**src/rtl/tag_anticol_pkg.sv**
```systemverilog
// Shared types for the anticollision tag controller.
// Assumes 8-bit command bytes and a 4-bit slot field in the chip ID.
package tag_anticol_pkg;

    typedef enum logic [2:0] {
        ST_OFF    = 3'd0,
        ST_READY  = 3'd1,
        ST_INVENT = 3'd2,
        ST_SEL    = 3'd3,
        ST_DESEL  = 3'd4,
        ST_DEACT  = 3'd5
    } tag_state_e;

    typedef enum logic [3:0] {
        C_NONE, C_INIT, C_PCALL, C_SLOT, C_READ,
        C_WRITE, C_UID, C_RSTINV, C_SELECT, C_COMPL
    } tag_cmd_e;

    typedef enum logic [1:0] {
        RK_NONE = 2'd0,
        RK_ID   = 2'd1,
        RK_READ = 2'd2,
        RK_UID  = 2'd3
    } rsp_kind_e;

    typedef enum logic [1:0] {
        ID_HOLD, ID_FULL, ID_SLOT
    } id_op_e;

    localparam logic [3:0] OPC_SLOTFAM = 4'h6;
    localparam logic [7:0] SUB_INIT    = 8'h00;
    localparam logic [7:0] SUB_PCALL   = 8'h04;
    localparam logic [7:0] OPC_READ    = 8'h08;
    localparam logic [7:0] OPC_WRITE   = 8'h09;
    localparam logic [7:0] OPC_UID     = 8'h0B;
    localparam logic [7:0] OPC_RSTINV  = 8'h0C;
    localparam logic [7:0] OPC_SELECT  = 8'h0E;
    localparam logic [7:0] OPC_COMPL   = 8'h0F;

endpackage

```
**src/rtl/tag_cmd_decode.sv**
```systemverilog
// Classifies the first two payload bytes into a command.
// Purely combinational; assumes the bytes are stable while frame_vld is high.
module tag_cmd_decode
    import tag_anticol_pkg::*;
#(
    parameter int SLOT_W = 4
) (
    input  logic [7:0]        b0,
    input  logic [7:0]        b1,
    output tag_cmd_e          cmd,
    output logic [SLOT_W-1:0] slot_n
);

    // Command classification from the opcode byte and, for the 6h family, the sub-code.
    always_comb begin
        cmd    = C_NONE;
        slot_n = b0[7 -: SLOT_W];
        if (b0[3:0] == OPC_SLOTFAM) begin
            if (b0[7:4] != 4'h0)      cmd = C_SLOT;
            else if (b1 == SUB_INIT)  cmd = C_INIT;
            else if (b1 == SUB_PCALL) cmd = C_PCALL;
        end else begin
            case (b0)
                OPC_READ:   cmd = C_READ;
                OPC_WRITE:  cmd = C_WRITE;
                OPC_UID:    cmd = C_UID;
                OPC_RSTINV: cmd = C_RSTINV;
                OPC_SELECT: cmd = C_SELECT;
                OPC_COMPL:  cmd = C_COMPL;
                default:    cmd = C_NONE;
            endcase
        end
    end

endmodule

```
**src/rtl/tag_id_reg.sv**
```systemverilog
// Holds the chip ID. It is loaded whole from the random source, or only in its
// slot field (low bits). Assumes op is ID_HOLD unless the controller asks for a load.
module tag_id_reg
    import tag_anticol_pkg::*;
#(
    parameter int ID_W   = 8,
    parameter int SLOT_W = 4
) (
    input  logic            clk,
    input  logic            rst_n,
    input  id_op_e          op,
    input  logic [ID_W-1:0] rnd,
    output logic [ID_W-1:0] id
);

    // ID storage with full or slot-only reload.
    always_ff @(posedge clk) begin
        if (!rst_n) begin
            id <= '0;
        end else begin
            case (op)
                ID_FULL: id <= rnd;
                ID_SLOT: id[SLOT_W-1:0] <= rnd[SLOT_W-1:0];
                default: id <= id;
            endcase
        end
    end

    p_slot_keeps_upper_r5: assert property (@(posedge clk) disable iff (!rst_n)
        (op == ID_SLOT) |=> (id[ID_W-1:SLOT_W] == $past(id[ID_W-1:SLOT_W])))
        else $error("slot reload changed the upper ID bits");

    p_slot_takes_rnd_r5: assert property (@(posedge clk) disable iff (!rst_n)
        (op == ID_SLOT) |=> (id[SLOT_W-1:0] == $past(rnd[SLOT_W-1:0])))
        else $error("slot reload did not take the random nibble");

endmodule

```
**src/rtl/tag_anticol_fsm.sv**
```systemverilog
// Tag-side anticollision and selection controller (top).
// Tracks the lifecycle state, decides command acceptance and registers the
// reply request. Assumes frame_vld marks CRC-clean frames and lasts one cycle.
module tag_anticol_fsm
    import tag_anticol_pkg::*;
#(
    parameter int ID_W   = 8,
    parameter int SLOT_W = 4
) (
    input  logic            clk,
    input  logic            rst_n,
    input  logic            field_on,
    input  logic            frame_vld,
    input  logic [7:0]      cmd_b0,
    input  logic [7:0]      cmd_b1,
    input  logic [ID_W-1:0] rnd,
    output logic            rsp_vld,
    output logic [1:0]      rsp_kind,
    output logic [ID_W-1:0] rsp_id,
    output logic            cmd_acc,
    output logic [2:0]      state_o
);

    localparam int NSLOT = 1 << SLOT_W;

    tag_state_e            state, nxt;
    tag_cmd_e              cmd;
    logic [SLOT_W-1:0]     slot_n;
    id_op_e                id_op;
    logic [ID_W-1:0]       id;
    logic                  rv, acc, sel_hit, slot_hit;
    rsp_kind_e             rk;

    tag_cmd_decode #(.SLOT_W(SLOT_W)) u_dec (
        .b0     (cmd_b0),
        .b1     (cmd_b1),
        .cmd    (cmd),
        .slot_n (slot_n)
    );

    tag_id_reg #(.ID_W(ID_W), .SLOT_W(SLOT_W)) u_id (
        .clk   (clk),
        .rst_n (rst_n),
        .op    (id_op),
        .rnd   (rnd),
        .id    (id)
    );

    assign sel_hit  = (cmd_b1[ID_W-1:0] == id);
    assign slot_hit = (32'(id[SLOT_W-1:0]) == 32'(slot_n)) && (32'(slot_n) < NSLOT);

    // Next-state, ID action and reply decision for the sampled frame.
    always_comb begin
        nxt   = state;
        id_op = ID_HOLD;
        rv    = 1'b0;
        acc   = 1'b0;
        rk    = RK_NONE;
        if (!field_on) begin
            nxt = ST_OFF;
        end else if (state == ST_OFF) begin
            nxt   = ST_READY;
            id_op = ID_FULL;
        end else if (frame_vld) begin
            case (state)
                ST_READY, ST_INVENT: begin
                    if (cmd == C_INIT) begin
                        nxt = ST_INVENT; id_op = ID_FULL;
                        acc = 1'b1; rv = 1'b1; rk = RK_ID;
                    end else if (state == ST_INVENT) begin
                        if (cmd == C_PCALL) begin
                            id_op = ID_SLOT; acc = 1'b1;
                            rv = (rnd[SLOT_W-1:0] == '0);
                            rk = rv ? RK_ID : RK_NONE;
                        end else if (cmd == C_SLOT) begin
                            acc = 1'b1; rv = slot_hit;
                            rk  = rv ? RK_ID : RK_NONE;
                        end else if (cmd == C_SELECT && sel_hit) begin
                            nxt = ST_SEL; acc = 1'b1; rv = 1'b1; rk = RK_ID;
                        end
                    end
                end
                ST_SEL: begin
                    case (cmd)
                        C_READ:   begin acc = 1'b1; rv = 1'b1; rk = RK_READ; end
                        C_WRITE:  acc = 1'b1;
                        C_UID:    begin acc = 1'b1; rv = 1'b1; rk = RK_UID; end
                        C_RSTINV: begin acc = 1'b1; nxt = ST_INVENT; end
                        C_COMPL:  begin acc = 1'b1; nxt = ST_DEACT; end
                        C_SELECT: begin
                            acc = 1'b1;
                            if (sel_hit) begin rv = 1'b1; rk = RK_ID; end
                            else nxt = ST_DESEL;
                        end
                        default: ;
                    endcase
                end
                ST_DESEL: begin
                    if (cmd == C_SELECT && sel_hit) begin
                        nxt = ST_SEL; acc = 1'b1; rv = 1'b1; rk = RK_ID;
                    end
                end
                default: ;
            endcase
        end
    end

    // State and registered reply request.
    always_ff @(posedge clk) begin
        if (!rst_n) begin
            state    <= ST_OFF;
            rsp_vld  <= 1'b0;
            rsp_kind <= RK_NONE;
            cmd_acc  <= 1'b0;
        end else begin
            state    <= nxt;
            rsp_vld  <= rv;
            rsp_kind <= rk;
            cmd_acc  <= acc;
        end
    end

    assign rsp_id  = id;
    assign state_o = state;

    p_field_loss_r2: assert property (@(posedge clk) disable iff (!rst_n)
        !field_on |=> (state == ST_OFF && !rsp_vld && !cmd_acc))
        else $error("field loss did not force power-off");

    p_ready_entry_r3: assert property (@(posedge clk) disable iff (!rst_n)
        (state == ST_OFF && field_on) |=> (state == ST_READY && id == $past(rnd)))
        else $error("power-up did not enter ready with a fresh ID");

    p_deact_sticky_r11: assert property (@(posedge clk) disable iff (!rst_n)
        (state == ST_DEACT && field_on) |=> (state == ST_DEACT && !rsp_vld && !cmd_acc))
        else $error("deactivated tag reacted to a frame");

    p_mem_only_selected_r9: assert property (@(posedge clk) disable iff (!rst_n)
        (rsp_vld && (rsp_kind == RK_READ || rsp_kind == RK_UID)) |-> ($past(state) == ST_SEL))
        else $error("memory reply outside selected state");

    p_reply_needs_frame_r13: assert property (@(posedge clk) disable iff (!rst_n)
        (rsp_vld || cmd_acc) |-> $past(frame_vld && field_on))
        else $error("reply or acceptance without a frame");

    p_legal_state_r1: assert property (@(posedge clk) disable iff (!rst_n)
        state_o <= 3'd5)
        else $error("illegal state code");

endmodule

```
**config.mk**
```make
export PLATFORM = sky130hd
export DESIGN_NAME = tag_anticol_fsm
export DESIGN_NICKNAME = d
export VERILOG_FILES = /design/src/rtl/tag_anticol_pkg.sv /design/src/rtl/tag_cmd_decode.sv /design/src/rtl/tag_id_reg.sv /design/src/rtl/tag_anticol_fsm.sv
export SDC_FILE = /design/constraint.sdc
export NUM_CORES = 1
export LEC_CHECK = 0
export CORE_MARGIN = 4
export CORE_UTILIZATION = 48
export CTS_CLUSTER_SIZE = 25
export DETAILED_ROUTE_END_ITERATION = 12
export MAX_ROUTING_LAYER = met4
export PLACE_DENSITY = 0.88
export RECOVER_POWER = 50
export SYNTH_ARGS = -nofsm -noshare
export SYNTH_HDL_FRONTEND = slang
export SYNTH_SLANG_ARGS = --single-unit
```
**constraint.sdc**
```tcl
create_clock -name clk -period 5.2 [get_ports clk]
set_clock_uncertainty 0.05 [all_clocks]
set_input_delay 1.04 -clock clk [delete_from_list [all_inputs] [get_ports clk]]
set_output_delay 1.04 -clock clk [all_outputs]
set_load 0.02 [all_outputs]
```
# Word level (Yosys, flattened, before mapping)
# Index checks and enable logic that the tools add are counted.
# classes
eq_ne	35
mux	46
bitwise	3
reduce_logical	17
# ops
cell	count
$eq A8 B4 Y1 const B	6
$pmux W4 S6	1
$mux W1	21
$eq A4 B3 Y1 const B	5
$mux W3	6
$pmux W3 S3	2
$mux W2	8
$ne A4 B4 Y1 const B	4
$reduce_and A7 Y1	2
$mux W4	3
$ne A3 B3 Y1 const B	4
$pmux W2 S3	2
$eq A4 B2 Y1 const B	2
$eq A4 B4 Y1 const B	2
$eq A8 B3 Y1 const B	1
$eq A8 B8 Y1	1
$logic_not A8 Y1	1
$reduce_bool A4 Y1	2
$eq A3 B2 Y1 const B	2
$pmux W1 S3	2
$reduce_or A2 Y1	3
$reduce_or A6 Y1	1
$ne A5 B3 Y1 const B	1
$eq A4 B1 Y1 const B	1
16 further kinds	18
# word_totals
register_bits	15
output_inout_bits	15
elab_cells	108

# Depth between registers and ports, before layout
# logic_depth
ltp_word	15
depth_mapped	11
mapped_depth_nobuf	9

# By module
# Synthesis repeated with hierarchy kept, for this count alone.
# unflattened
cells_unflattened	166
area_unflattened_um2	1346.3
# modules_own_cells
module	n_inst	cells_each	area_per_inst_um2	seq_area_each_um2
tag_anticol_fsm	1	113	843.3	140.1
tag_id_reg	1	28	329.1	160.2
tag_cmd_decode	1	25	173.9	0.0

# Worst setup path before layout
# No wires, ideal clock.
# synth_path
path_type	input-to-reg
startpoint	input port cmd_b0[4]
endpoint	register u_id.id[0]
t_arrival_ns	2.935
required_ns	5.034
setup_slack_ns	2.099
path_stages	10
path_buffers	1
cell_sequence	or4_4 a21oi_1 o22a_1 nand2_1 nor3_1 nand2_1 ha_1 clkbuf_1 mux2i_1 nor2b_1
# synth_between
elab_chain_len	13
elab_cells_between_ends	22
classes_between	eq/ne: 10; mux: 10; reduce/logical: 2
# synth_lines
item	line_no	text
start, declared	tag_anticol_fsm.sv:14	input logic [7:0] cmd_b0,
$eq A8 B4 Y1 / $reduce_bool A4 Y1 (equally long branches)	tag_cmd_decode.sv:23, tag_cmd_decode.sv:19	
$pmux W4 S6 / $mux W4 (equally long branches)	tag_cmd_decode.sv:23, tag_cmd_decode.sv:19	
$mux W4 (*)	tag_cmd_decode.sv:18	if (b0[3:0] == OPC_SLOTFAM) begin
$eq A4 B2 Y1	tag_anticol_fsm.sv:71	if (cmd == C_PCALL) begin
$mux W2	tag_anticol_fsm.sv:71	
$mux W2	tag_anticol_fsm.sv:70	end else if (state == ST_INVENT) begin
$mux W2 (*)	tag_anticol_fsm.sv:67	if (cmd == C_INIT) begin
$mux W2 (*)	tag_anticol_fsm.sv:65	case (state)
$mux W2 (*)	tag_anticol_fsm.sv:64	end else if (frame_vld) begin
$mux W2 (*)	tag_anticol_fsm.sv:61	end else if (state == ST_OFF) begin
$mux W2 (*)	tag_anticol_fsm.sv:59	if (!field_on) begin
$eq A2 B2 Y1 / $eq A2 B1 Y1 (equally long branches)	tag_id_reg.sv:21	case (op)
$reduce_or A2 Y1 (no source line) (*)	--	
end signal, assigned	tag_id_reg.sv:22	ID_FULL: id <= rnd;
end signal, assigned by index	tag_id_reg.sv:23	ID_SLOT: id[SLOT_W-1:0] <= rnd[SLOT_W-1:0];
end signal, assigned	tag_id_reg.sv:24	default: id <= id;
end, declared	tag_id_reg.sv:13	output logic [ID_W-1:0] id
# Mark *: on every way between the ends. The rest lies on a longest branch, timed or not.
# A chain may end at the register's enable or synchronous reset.

# Worst setup path in the final report
# layout_path
startpoint	input port cmd_b0[4]
endpoint	register u_id.id[1]
# Same word-level chain as after synthesis.

==> results.yml <==
status:
  status: "completed"
drt:
  drt-wirelength-per-cell_um: 15.2
  dr_total_vias: 1262
  ant_nets: 0
  drcViolationCount: 0
  routed_wl_um: 3310
  first_pass_iters: 4
  first_iter_violations: 34
  viasPerCell: 5.79
critical_path:
  crit_required_ps: 5350
  worstPathArrival_ps: 3610
  path_buf_inv: 1
  start_kind: "primary input"
  critPathTopFamily: "simple AND/OR/NAND/NOR gates"
  worst-path-stages: 10
  endpoint: "u_id.id[1]$_SDFFE_PN0P_"
  timing.rr.start: "state_o[1]$_SDFFE_PP0P_"
  path_max_fanout: 4
  r2r_slack_ps: 3070
  end_kind: "flop"
  worstPathCellList: "clkdlybuf4s50_1 -> or4_4 -> a21oi_1 -> o22a_1 -> nand2_1 -> nor3_1 -> nand2_1 -> ha_1 -> mux2i_1 -> nor2b_1"
  cpPeakStageDelay_ps: 580
  reg2reg_depth: 7
  crit_path_start: "cmd_b0[4]"
  cp_slowest_cell: "or4_4"
  timing.rr.end: "u_id.id[1]$_SDFFE_PN0P_"
  crit_top_cell: "nand2_1"
  crit_type: "primary input to flop"
floorplan:
  rows: 18
  dieArea_mm2: 0.00346
  core_mm2: 0.00248
  die_y_um: 58.8
  die_width_um: 58.8
  start_util: 0.501
  io_pins: 43
clocking:
  cts_root_buf: "clkbuf_4"
  ctsLongestPathBuffers: 2
  cts_repair_resize_count: 0
  insertion_delay_ps: 300
  cts_hold_buf: 0
  path_clk_slew_ps: 100
  tritoncts: "built"
  htreeDepth: 1
  cts_sinks: 15
  numCtsBuffers: 3
  cts_setup_buffers: 0
timing:
  hold_viol_final: 0
  slew_viol_final: 0
  max_slew.worst_pin.slew_ps: 489
  tns_ps: 0
  setup_viol: 0
  rsz0062_at_grt: "no"
  post-route-period-util: 0.665
  fmax_mhz: 289
  min_period_ps: 3460
  maxSlewHeadroom: 0.671
  holdWs_ps: 528
place:
  hpwlAfterDp_um: 2660
  port_buffers: 42
  gp_congestion: 0.916
grt:
  overflow: 0
  antenna_found_initial: 0
  grt_usage: 0.200
  grt_pass1_vias: 1232
  grt_pass1_wl_um: 5160
  grt_max_degree: 12
yosys:
  synth_top_area_frac: 0.242
  synth_edf_count: 0
  synth_cell_types: 47
  synth_area_leader_cell: "dfxtp_1"
  syn_nets: 178
  syn_area_mm2: 0.00124
  ys_warn_count: 0
  ys_ff_latch: 15
  synth_cells: 149
  synth.yosys.seq_area_share: 0.242
  synthFlopType: "dfxtp_1"
  synth.avg_cell_area_um2: 8.32
  async_flop_share: 0
  yosys-top-cells-area: "dfxtp_1 (24%), xnor2_1 (9.9%), mux2i_1 (7.3%)"
finish:
  layout-drive-gt1-share: 0.0798
  area_growth_pct: 34.8
  diodes: 0
  nNetsFinal: 218
  fillers: 204
min_path:
  min_path_cells: 2
  hold_class: "flop to flop"
pwr:
  leakagePower_nw: 0.599
  powerDensity_mw_per_mm2: 166
  ir_worst_vdd_mv: 0.118
flow_run:
  drv_cap: 0
report_power, final:
group / leakage [nW] / internal [mW] / switching [mW] / total (mW)
registers: 0.122 / 0.119 / 0.00623 / 0.125
logic: 0.461 / 0.0430 / 0.0366 / 0.0796
clock network: 0.0150 / 0.0299 / 0.0419 / 0.0718
cell type report:
type / count / area, um^2 / area share
Multi-Input combinational cell: 122 / 868 / 0.519
Timing Repair Buffer: 42 / 420 / 0.251
Sequential cell: 15 / 300 / 0.180
Tap cell: 30 / 37.5 / 0.0225
Clock buffer: 4 / 26.3 / 0.0157
Inverter: 5 / 18.8 / 0.0112
registers in the layout, indices dropped and copies added (netlist names):
name,cells
cmd_acc,1
rsp_vld,1
rsp_kind,2
u_id.id,8
state_o,3
worst min-delay path by stage:
stage,startpoint,endpoint
global placement,u_id.id[4]$_SDFFE_PN0N_,u_id.id[4]$_SDFFE_PN0N_
detailed placement,u_id.id[7]$_SDFFE_PN0N_,u_id.id[7]$_SDFFE_PN0N_
floorplan,u_id.id[4]$_SDFFE_PN0N_,u_id.id[4]$_SDFFE_PN0N_
finish,u_id.id[5]$_SDFFE_PN0N_,u_id.id[5]$_SDFFE_PN0N_
CTS,u_id.id[7]$_SDFFE_PN0N_,u_id.id[7]$_SDFFE_PN0N_
global route,u_id.id[5]$_SDFFE_PN0N_,u_id.id[5]$_SDFFE_PN0N_
worst reg2reg max path, stage by stage (launching register included):
cell     delay, ps
dfxtp_1        500
nor3b_1        360
nand2_1        150
nor3_1         190
nand2_1         80
ha_1           410
mux2i_1        230
nor2b_1         60
placed cells by master (no fill, tap or decap), types with 2 or more instances in the layout:
| cell type | instances |
|---|---|
| nor2_1 | 10 |
| xnor2_1 | 14 |
| nor3b_1 | 3 |
| or3_1 | 2 |
| nor4_2 | 2 |
| dfxtp_1 | 15 |
| o21ai_0 | 4 |
| o31ai_1 | 3 |
| a211oi_1 | 4 |
| nand4_1 | 8 |
| nand2_1 | 9 |
| clkbuf_4 | 3 |
| clkdlybuf4s50_1 | 27 |
| inv_1 | 4 |
| and3_1 | 2 |
| nand2_2 | 2 |
| nor2b_1 | 9 |
| mux2i_1 | 9 |
| dlygate4sd3_1 | 15 |
| o21bai_1 | 2 |
| a21oi_1 | 8 |
| nor3_1 | 7 |
| or4_1 | 3 |
layer usage:
metal,vias to the layer above,wire [um],track usage
met5,-,0,-
met4,0,70,0.0841
met3,8,215,0.0351
met2,63,1620,0.347
met1,560,1410,0.224
li1,631,-,-
kinds of logic (layout without fill, tap and decap cells):
group / Yosys count / after routing / share of synthesized area
buffers and inverters: 12 / 51 / 0.0575
AO/OA/AOI/OAI: 30 / 30 / 0.174
flip-flops: 15 / 15 / 0.242
multiplexers: 9 / 9 / 0.0727
AND/OR/NAND/NOR: 66 / 66 / 0.330
adder cells (fa/ha/maj): 2 / 2 / 0.0182
XOR/XNOR: 15 / 15 / 0.106
through the flow:
stage          utilization  power, mW  instance area, um^2  worst slack (ps)  instances
3_5_place_dp         0.664      0.208                 1650              1460        214
6_report             0.675      0.277                 1670              1740        218
3_3_place_gp         0.664      0.206                 1650              1480        214
5_1_grt              0.675      0.286                 1670              1570        218
2_1_floorplan            -      0.169                 1240              2100        149
4_1_cts              0.675      0.278                 1670              1770        218
cell usage after synthesis (2+ instances only):
cell	instances
a211oi_1	4
a21oi_1	8
and3_1	2
buf_4	2
clkbuf_1	2
dfxtp_1	15
inv_1	4
mux2i_1	9
nand2_1	9
nand2_2	2
nand4_1	8
nor2_1	10
nor2b_1	9
nor3_1	7
nor3b_1	3
nor4_2	2
o21ai_0	4
o21bai_1	2
o31ai_1	3
or3_1	2
or4_1	3
xnor2_1	14
Note: power is estimated with default switching activity, not from simulation.
